===== src/rtl/bts_pkg.sv =====
// Shared types for the block transfer address sequencer.
// Assumes addresses are byte addresses of 32-bit words.
package bts_pkg;

    // Addressing modes; bit 1 selects decrement, bit 0 the "before" variant.
    typedef enum logic [1:0] {
        XM_INC_AFTER  = 2'd0,
        XM_INC_BEFORE = 2'd1,
        XM_DEC_AFTER  = 2'd2,
        XM_DEC_BEFORE = 2'd3
    } xfer_mode_e;

    localparam int WORD_BYTES  = 4;
    localparam int DWORD_BYTES = 8;

endpackage


===== src/rtl/bts_popcount.sv =====
// Counts the set bits of a register mask.
// Assumes W is small enough for an unrolled adder chain.
module bts_popcount #(
    parameter int W  = 16,
    parameter int CW = $clog2(W + 1)
) (
    input  logic [W-1:0]  bits,
    output logic [CW-1:0] count
);

    // Sum every mask bit.
    always_comb begin
        count = '0;
        for (int i = 0; i < W; i++) begin
            count = count + CW'(bits[i]);
        end
    end

endmodule


===== src/rtl/bts_origin.sv =====
// Works out, from base, mask and mode, the first beat address and the
// write-back value. Purely combinational; the result is captured by the top.
// Assumes the base is word aligned and arithmetic wraps modulo 2^ADDR_W.
module bts_origin
    import bts_pkg::*;
#(
    parameter int REG_COUNT = 16,
    parameter int ADDR_W    = 32
) (
    input  logic [ADDR_W-1:0]    base,
    input  logic [REG_COUNT-1:0] mask,
    input  logic [1:0]           mode,
    output logic [ADDR_W-1:0]    first_addr,
    output logic [ADDR_W-1:0]    wb_next
);

    localparam int CW = $clog2(REG_COUNT + 1);

    logic [CW-1:0]     nregs;
    logic [ADDR_W-1:0] span;

    bts_popcount #(.W(REG_COUNT), .CW(CW)) u_count (
        .bits  (mask),
        .count (nregs)
    );

    // Byte span of the whole transfer: four bytes per selected register.
    assign span = {{(ADDR_W - CW - 2){1'b0}}, nregs, 2'b00};

    // Starting address so that the lowest register lands lowest.
    always_comb begin
        unique case (xfer_mode_e'(mode))
            XM_INC_AFTER:  first_addr = base;
            XM_INC_BEFORE: first_addr = base + ADDR_W'(WORD_BYTES);
            XM_DEC_AFTER:  first_addr = base - span + ADDR_W'(WORD_BYTES);
            default:       first_addr = base - span;
        endcase
    end

    // Updated base: moves by the full span in the mode's direction.
    assign wb_next = mode[1] ? (base - span) : (base + span);

endmodule


===== src/rtl/bts_lowest.sv =====
// Finds the lowest set bit of a mask and returns the mask with it cleared.
// Assumes idx is meaningful only when found is high.
module bts_lowest #(
    parameter int W  = 16,
    parameter int IW = $clog2(W)
) (
    input  logic [W-1:0]  bits,
    output logic          found,
    output logic [IW-1:0] idx,
    output logic [W-1:0]  rest
);

    // Scan from the top so the last hit is the lowest index.
    always_comb begin
        found = 1'b0;
        idx   = '0;
        for (int i = W - 1; i >= 0; i--) begin
            if (bits[i]) begin
                found = 1'b1;
                idx   = IW'(i);
            end
        end
    end

    // Clear the lowest set bit.
    assign rest = bits & (bits - W'(1));

endmodule


===== src/rtl/bts_seq.sv =====
// Block transfer address sequencer. Accepts a request while idle, then
// offers one beat per cycle, one or two registers wide, advancing on ready.
// Pulses done after the last beat with the updated base.
// Assumes a word-aligned base and a memory side that honours beat_pair.
module bts_seq
    import bts_pkg::*;
#(
    parameter int REG_COUNT = 16,
    parameter int ADDR_W    = 32
) (
    input  logic                         clk,
    input  logic                         rst_n,
    input  logic                         start,
    input  logic [ADDR_W-1:0]            base_addr,
    input  logic [REG_COUNT-1:0]         reg_list,
    input  logic [1:0]                   mode,
    input  logic                         wb_en,
    input  logic                         ready,
    output logic                         busy,
    output logic                         done,
    output logic                         beat_valid,
    output logic [ADDR_W-1:0]            beat_addr,
    output logic [$clog2(REG_COUNT)-1:0] beat_reg0,
    output logic [$clog2(REG_COUNT)-1:0] beat_reg1,
    output logic                         beat_pair,
    output logic [ADDR_W-1:0]            wb_value,
    output logic                         wb_write
);

    localparam int IW = $clog2(REG_COUNT);

    logic                 busy_q, done_q, wbe_q;
    logic [REG_COUNT-1:0] rem_q;
    logic [ADDR_W-1:0]    cur_q, wb_q;

    logic [ADDR_W-1:0]    first_addr, wb_next;
    logic                 found0, found1;
    logic [IW-1:0]        idx0, idx1;
    logic [REG_COUNT-1:0] rest0, rest1;
    logic                 pair, last;

    bts_origin #(.REG_COUNT(REG_COUNT), .ADDR_W(ADDR_W)) u_origin (
        .base       (base_addr),
        .mask       (reg_list),
        .mode       (mode),
        .first_addr (first_addr),
        .wb_next    (wb_next)
    );

    bts_lowest #(.W(REG_COUNT), .IW(IW)) u_first (
        .bits  (rem_q),
        .found (found0),
        .idx   (idx0),
        .rest  (rest0)
    );

    bts_lowest #(.W(REG_COUNT), .IW(IW)) u_second (
        .bits  (rest0),
        .found (found1),
        .idx   (idx1),
        .rest  (rest1)
    );

    // Pair two registers only on a doubleword boundary with two pending.
    assign pair = busy_q && found0 && found1 && (cur_q[2:0] == 3'b000);
    // Last beat when nothing is left after this one.
    assign last = pair ? (rest1 == '0) : (rest0 == '0);

    // Request capture, beat advance and completion.
    always_ff @(posedge clk) begin
        if (!rst_n) begin
            busy_q <= 1'b0;
            done_q <= 1'b0;
            wbe_q  <= 1'b0;
            rem_q  <= '0;
            cur_q  <= '0;
            wb_q   <= '0;
        end else begin
            done_q <= 1'b0;
            if (!busy_q && start) begin
                rem_q <= reg_list;
                cur_q <= first_addr;
                wb_q  <= wb_next;
                wbe_q <= wb_en;
                if (reg_list == '0) begin
                    done_q <= 1'b1;
                end else begin
                    busy_q <= 1'b1;
                end
            end else if (busy_q && ready) begin
                rem_q <= pair ? rest1 : rest0;
                cur_q <= cur_q + ADDR_W'(pair ? DWORD_BYTES : WORD_BYTES);
                if (last) begin
                    busy_q <= 1'b0;
                    done_q <= 1'b1;
                end
            end
        end
    end

    assign busy       = busy_q;
    assign beat_valid = busy_q;
    assign beat_addr  = cur_q;
    assign beat_reg0  = idx0;
    assign beat_reg1  = pair ? idx1 : '0;
    assign beat_pair  = pair;
    assign done       = done_q;
    assign wb_value   = wb_q;
    assign wb_write   = done_q && wbe_q;

    // a paired beat carries two ascending registers.
    a_r2_pair_order: assert property (@(posedge clk) disable iff (!rst_n)
        beat_valid && beat_pair |-> beat_reg1 > beat_reg0);

    // an accepted beat moves the next address by the beat width.
    a_r2_addr_step: assert property (@(posedge clk) disable iff (!rst_n)
        beat_valid && ready |=> !beat_valid ||
            (beat_addr == $past(beat_addr) + ($past(beat_pair) ? ADDR_W'(8) : ADDR_W'(4))));

    // a stalled beat is held.
    a_r6_stall_hold: assert property (@(posedge clk) disable iff (!rst_n)
        beat_valid && !ready |=> beat_valid && $stable(beat_addr)
            && $stable(beat_reg0) && $stable(beat_pair));

    // busy ends only together with a done pulse.
    a_r7_busy_end: assert property (@(posedge clk) disable iff (!rst_n)
        $fell(busy) |-> done && !beat_valid);

    // done does not stretch unless a fresh empty request follows.
    a_r7_done_single: assert property (@(posedge clk) disable iff (!rst_n)
        done && !start |=> !done);

    // an empty mask finishes next cycle without going busy.
    a_r5_empty: assert property (@(posedge clk) disable iff (!rst_n)
        start && !busy && (reg_list == '0) |=> done && !busy);

    // write-back strobe only with done.
    a_r4_wb_with_done: assert property (@(posedge clk) disable iff (!rst_n)
        wb_write |-> done);

endmodule


===== config.mk =====
export PLATFORM = sky130hd
export DESIGN_NAME = bts_seq
export DESIGN_NICKNAME = d
export VERILOG_FILES = /design/src/rtl/bts_pkg.sv /design/src/rtl/bts_popcount.sv /design/src/rtl/bts_origin.sv /design/src/rtl/bts_lowest.sv /design/src/rtl/bts_seq.sv
export SDC_FILE = /design/constraint.sdc
export NUM_CORES = 1
export LEC_CHECK = 0
export CAP_MARGIN = 20
export CORE_ASPECT_RATIO = 0.5
export CORE_MARGIN = 1
export CORE_UTILIZATION = 45
export CTS_CLUSTER_SIZE = 16
export DETAILED_ROUTE_END_ITERATION = 10
export PLACE_DENSITY = 0.68
export SLEW_MARGIN = 20
export SYNTH_ARGS = -nofsm -noshare
export SYNTH_HDL_FRONTEND = slang
export SYNTH_SLANG_ARGS = --single-unit

===== constraint.sdc =====
create_clock -name clk -period 13 [get_ports clk]
set_clock_uncertainty 0.2 [all_clocks]
set_input_delay 2.6 -clock clk [delete_from_list [all_inputs] [get_ports clk]]
set_output_delay 2.6 -clock clk [all_outputs]
set_load 0.01 [all_outputs]

==> flow_summary.yaml <==
clock_tree:
  cts_inserted_buffers: 9
  cts_max_path_buffers: 2
  cts_resized: 0
  clkLatencyLatePin_ns: 0.36
  post_cts_buffers: 0
  hold_buffers: 0
  root_buffer: "clkbuf_16"
  cts_tree: "built"
  path_clk_slew_ns: 0.07
  clkSinkCount: 83
  h-tree-depth: 3
timing:
  final_hold_viol_count: 0
  fin_tns_setup_ns: 0
  fin_crit_sh_pct: 74.9
  tightest_slew_ns: 0.853
  rsz0062_at_grt: "false"
  fmax_ghz: 0.103
  setup_viol: 0
  maxSlewViolCount: 0
  period_needed_ns: 9.74
  slew_headroom_pct: 42.3
synthesis:
  ys_ff_latch: 83
  synth-async-reset-ratio_pct: 0
  ys.flop_type: "dfxtp_1"
  synth_nets: 1364
  synth_warnings: 0
  netlist_instances: 1274
  yosysSeqAreaShare_pct: 18.7
  synth_edf_count: 0
  synthTopCellsByArea: "dfxtp_1 19%, a21oi_1 6.6%, xnor2_1 5.9%, nand2_1 5.9%, nand3_1 4.4%"
  postSynthAreaPerCell_um2: 6.97
  synth_most_common_cell: "nand2_1"
  yosysTopAreaCell: "dfxtp_1"
  ys_top_cells_by_count: "139 x nand2_1, 117 x a21oi_1, 100 x nor2_1"
  synth_cell_type_count: 88
  netlist_area_um2: 8890
  yosysTopAreaCellShare_pct: 18.7
global_routing:
  antenna_found_initial: 0
  grt_overflow: 0
  grt_pass1_wl_mm: 53.0
  grt_max_degree: 60
  grt_pass1_vias: 9080
  track_usage_pct: 33.1
power_and_ir_drop:
  p_int_mw: 0.774
  swShare_pct: 45.4
  power_density_nw_per_um2: 134
  p_comb_share_pct: 56.4
  peakVddDrop_mv: 0.115
  p_clk_share_pct: 21.1
  p_seq_share_pct: 22.6
  power_switching_mw: 0.642
  p_total_mw: 1.42
  p_leak_nw: 3.70
route:
  vias: 10200
  drtPass1Iterations: 6
  routedWlPerCell_um: 21.3
  dr.first_iter.drc_count: 1137
  antenna_left: 0
  viasPerCell: 6.37
  wirelength_mm: 33.9
  drc: 0
worst_setup_path:
  crit_type: "input pin to register"
  path_cells: "clkdlybuf4s50_1, inv_1, fa_1, fa_1, fa_1, fa_1, inv_1, ha_1, fa_1, a21o_1, and2_1, ha_1, nor2_1, o311a_1, o21ai_0, a222oi_1, nand4_2, nor4_4, a21oi_1, o31ai_1, and4_1"
  crit_family: "adder cells"
  rrSetupSlack_ns: 7.40
  worstRegToRegCells: 16
  crit_slowest_cell: "a222oi_1"
  max_stage_delay_ns: 0.65
  r2r_end: "beat_addr[27]$_SDFFE_PN0P_"
  cp.required_ns: 13.10
  cp_common_cell: "fa_1"
  crit_fanout: 13
  timing.rr.start: "rem_q[0]$_SDFFE_PN0P_"
  path_depth: 21
  critPathCaptureType: "register"
  critPathArrivalTime_ns: 9.84
  crit_path_start: "reg_list[0]"
  critPathLaunchType: "input pin"
  crit_end: "beat_addr[22]$_SDFFE_PN0P_"
  crit_buf_inv: 3
finish:
  final_nets: 1419
  insertedDiodeCount: 0
  area_delta_synth_final_pct: 18.7
  drive_above_1_share_pct: 4.42
floorplan:
  die_x_um: 201
  num_rows: 35
  die-area_um2: 20300
  core_um2: 18900
  die_y_um: 101
  start_util_pct: 47.1
  ios: 132
placed_design:
  routabilityCongestion: 0.942
  dp_hpwl_mm: 25.2
  io_buffers: 131
job:
  max_cap_viol_count: 0
run_status:
  status: "finished clean"
hold_path:
  hp-class: "register to register"
-- flip-flops by register name, indices dropped and copies added, names as in the netlist --
name and cells:
done 1, wbe_q 1, rem_q 16, beat_addr 32, beat_valid 1, wb_value 32
-- stage by stage --
step | utilization [%] | cells | instance area [um^2] | hold slack, ns | worst slack [ns]
2_1_floorplan | - | 1274 | 8890 | 0.239 | 4.49
3_3_place_gp | 54.2 | 1577 | 10200 | 0.240 | 3.20
3_5_place_dp | 54.2 | 1577 | 10200 | 0.247 | 3.02
4_1_cts | 55.9 | 1593 | 10500 | 0.255 | 3.35
5_1_grt | 55.9 | 1593 | 10500 | 0.266 | 2.84
6_report | 55.9 | 1593 | 10500 | 0.254 | 3.26
-- how the worst min path moves through the flow --
stage | startpoint | endpoint | cells after the start
after global routing | wb_value[22]$_SDFFE_PN0P_ | wb_value[22]$_SDFFE_PN0P_ | 2
after global placement | wb_value[26]$_SDFFE_PN0P_ | wb_value[26]$_SDFFE_PN0P_ | 2
after detailed placement | wb_value[22]$_SDFFE_PN0P_ | wb_value[22]$_SDFFE_PN0P_ | 2
final | wb_value[28]$_SDFFE_PN0P_ | wb_value[28]$_SDFFE_PN0P_ | 2
after CTS | wb_value[28]$_SDFFE_PN0P_ | wb_value[28]$_SDFFE_PN0P_ | 2
after floorplan | wbe_q$_SDFFE_PN0P_ | wbe_q$_SDFFE_PN0P_ | 2
-- power by group through the flow --
| stage | Combinational [mW] | Sequential (mW) | Clock, mW |
|---|---|---|---|
| 3_5_place_dp | 0.780 | 0.324 | 0 |
| 2_1_floorplan | 0.545 | 0.318 | 0 |
| 3_3_place_gp | 0.763 | 0.323 | 0 |
| 6_report | 0.798 | 0.320 | 0.298 |
| 4_1_cts | 0.784 | 0.318 | 0.301 |
| 5_1_grt | 0.870 | 0.324 | 0.310 |
-- area by class of cell --
class / count / area, um^2
Clock buffer: 9 / 225
Clock inverter: 7 / 103
Fill cell: 1819 / 8330
Inverter: 57 / 214
Multi-Input combinational cell: 1035 / 6630
Sequential cell: 83 / 1660
Tap cell: 259 / 324
Timing Repair Buffer: 143 / 1400
-- cells by family (layout without fill, tap and decap cells) --
logic type / count (synthesis) / in the layout / synth area share, %
compound gates: 383 / 383 / 28.3
xor+xnor: 101 / 101 / 9.95
fa+ha+maj: 39 / 39 / 6.48
buf+inv: 156 / 216 / 6.86
flops: 83 / 83 / 18.7
mux: 8 / 8 / 0.929
simple gates: 504 / 504 / 28.8
-- worst min-delay path: cells and delay by family, from the launching register on --
kind | cells | cell delay, ns
DFF | 1 | 0.31
and+or+nand+nor | 1 | 0.05
AOI/OAI and AO/OA | 1 | 0.05
-- per-layer routing --
| layer | track usage (%) | routed length (um) | vias to the layer above |
|---|---|---|---|
| li1 | - | - | 4731 |
| met1 | 49.3 | 15900 | 4796 |
| met2 | 48.5 | 13900 | 568 |
| met3 | 6.31 | 3500 | 59 |
| met4 | 7.69 | 604 | 0 |
| met5 | 0 | 0 | - |
-- placed cells by master, fill, tap and decap left out, types with 9 or more instances in the layout --
master	netlist	routed
o31ai_1	9	9
ha_1	22	22
buf_4	3	12
a21oi_1	117	117
o21ai_0	76	76
and2_1	20	20
nand4_1	16	16
o211ai_1	13	13
a31oi_1	14	14
xor2_1	41	41
nor4_1	25	25
a211oi_1	13	13
a21o_1	10	10
a22oi_1	10	10
nor3_1	34	34
nand2_1	139	139
a221oi_1	11	11
and3_1	16	16
nor2_1	100	100
o22ai_1	9	9
clkdlybuf4s50_1	0	130
or3_1	16	16
fa_1	13	13
dfxtp_1	83	83
nand3_1	78	78
inv_1	54	54
clkbuf_16	0	9
xnor2_1	60	60
No activity file was read; power rests on OpenSTA's default activity.
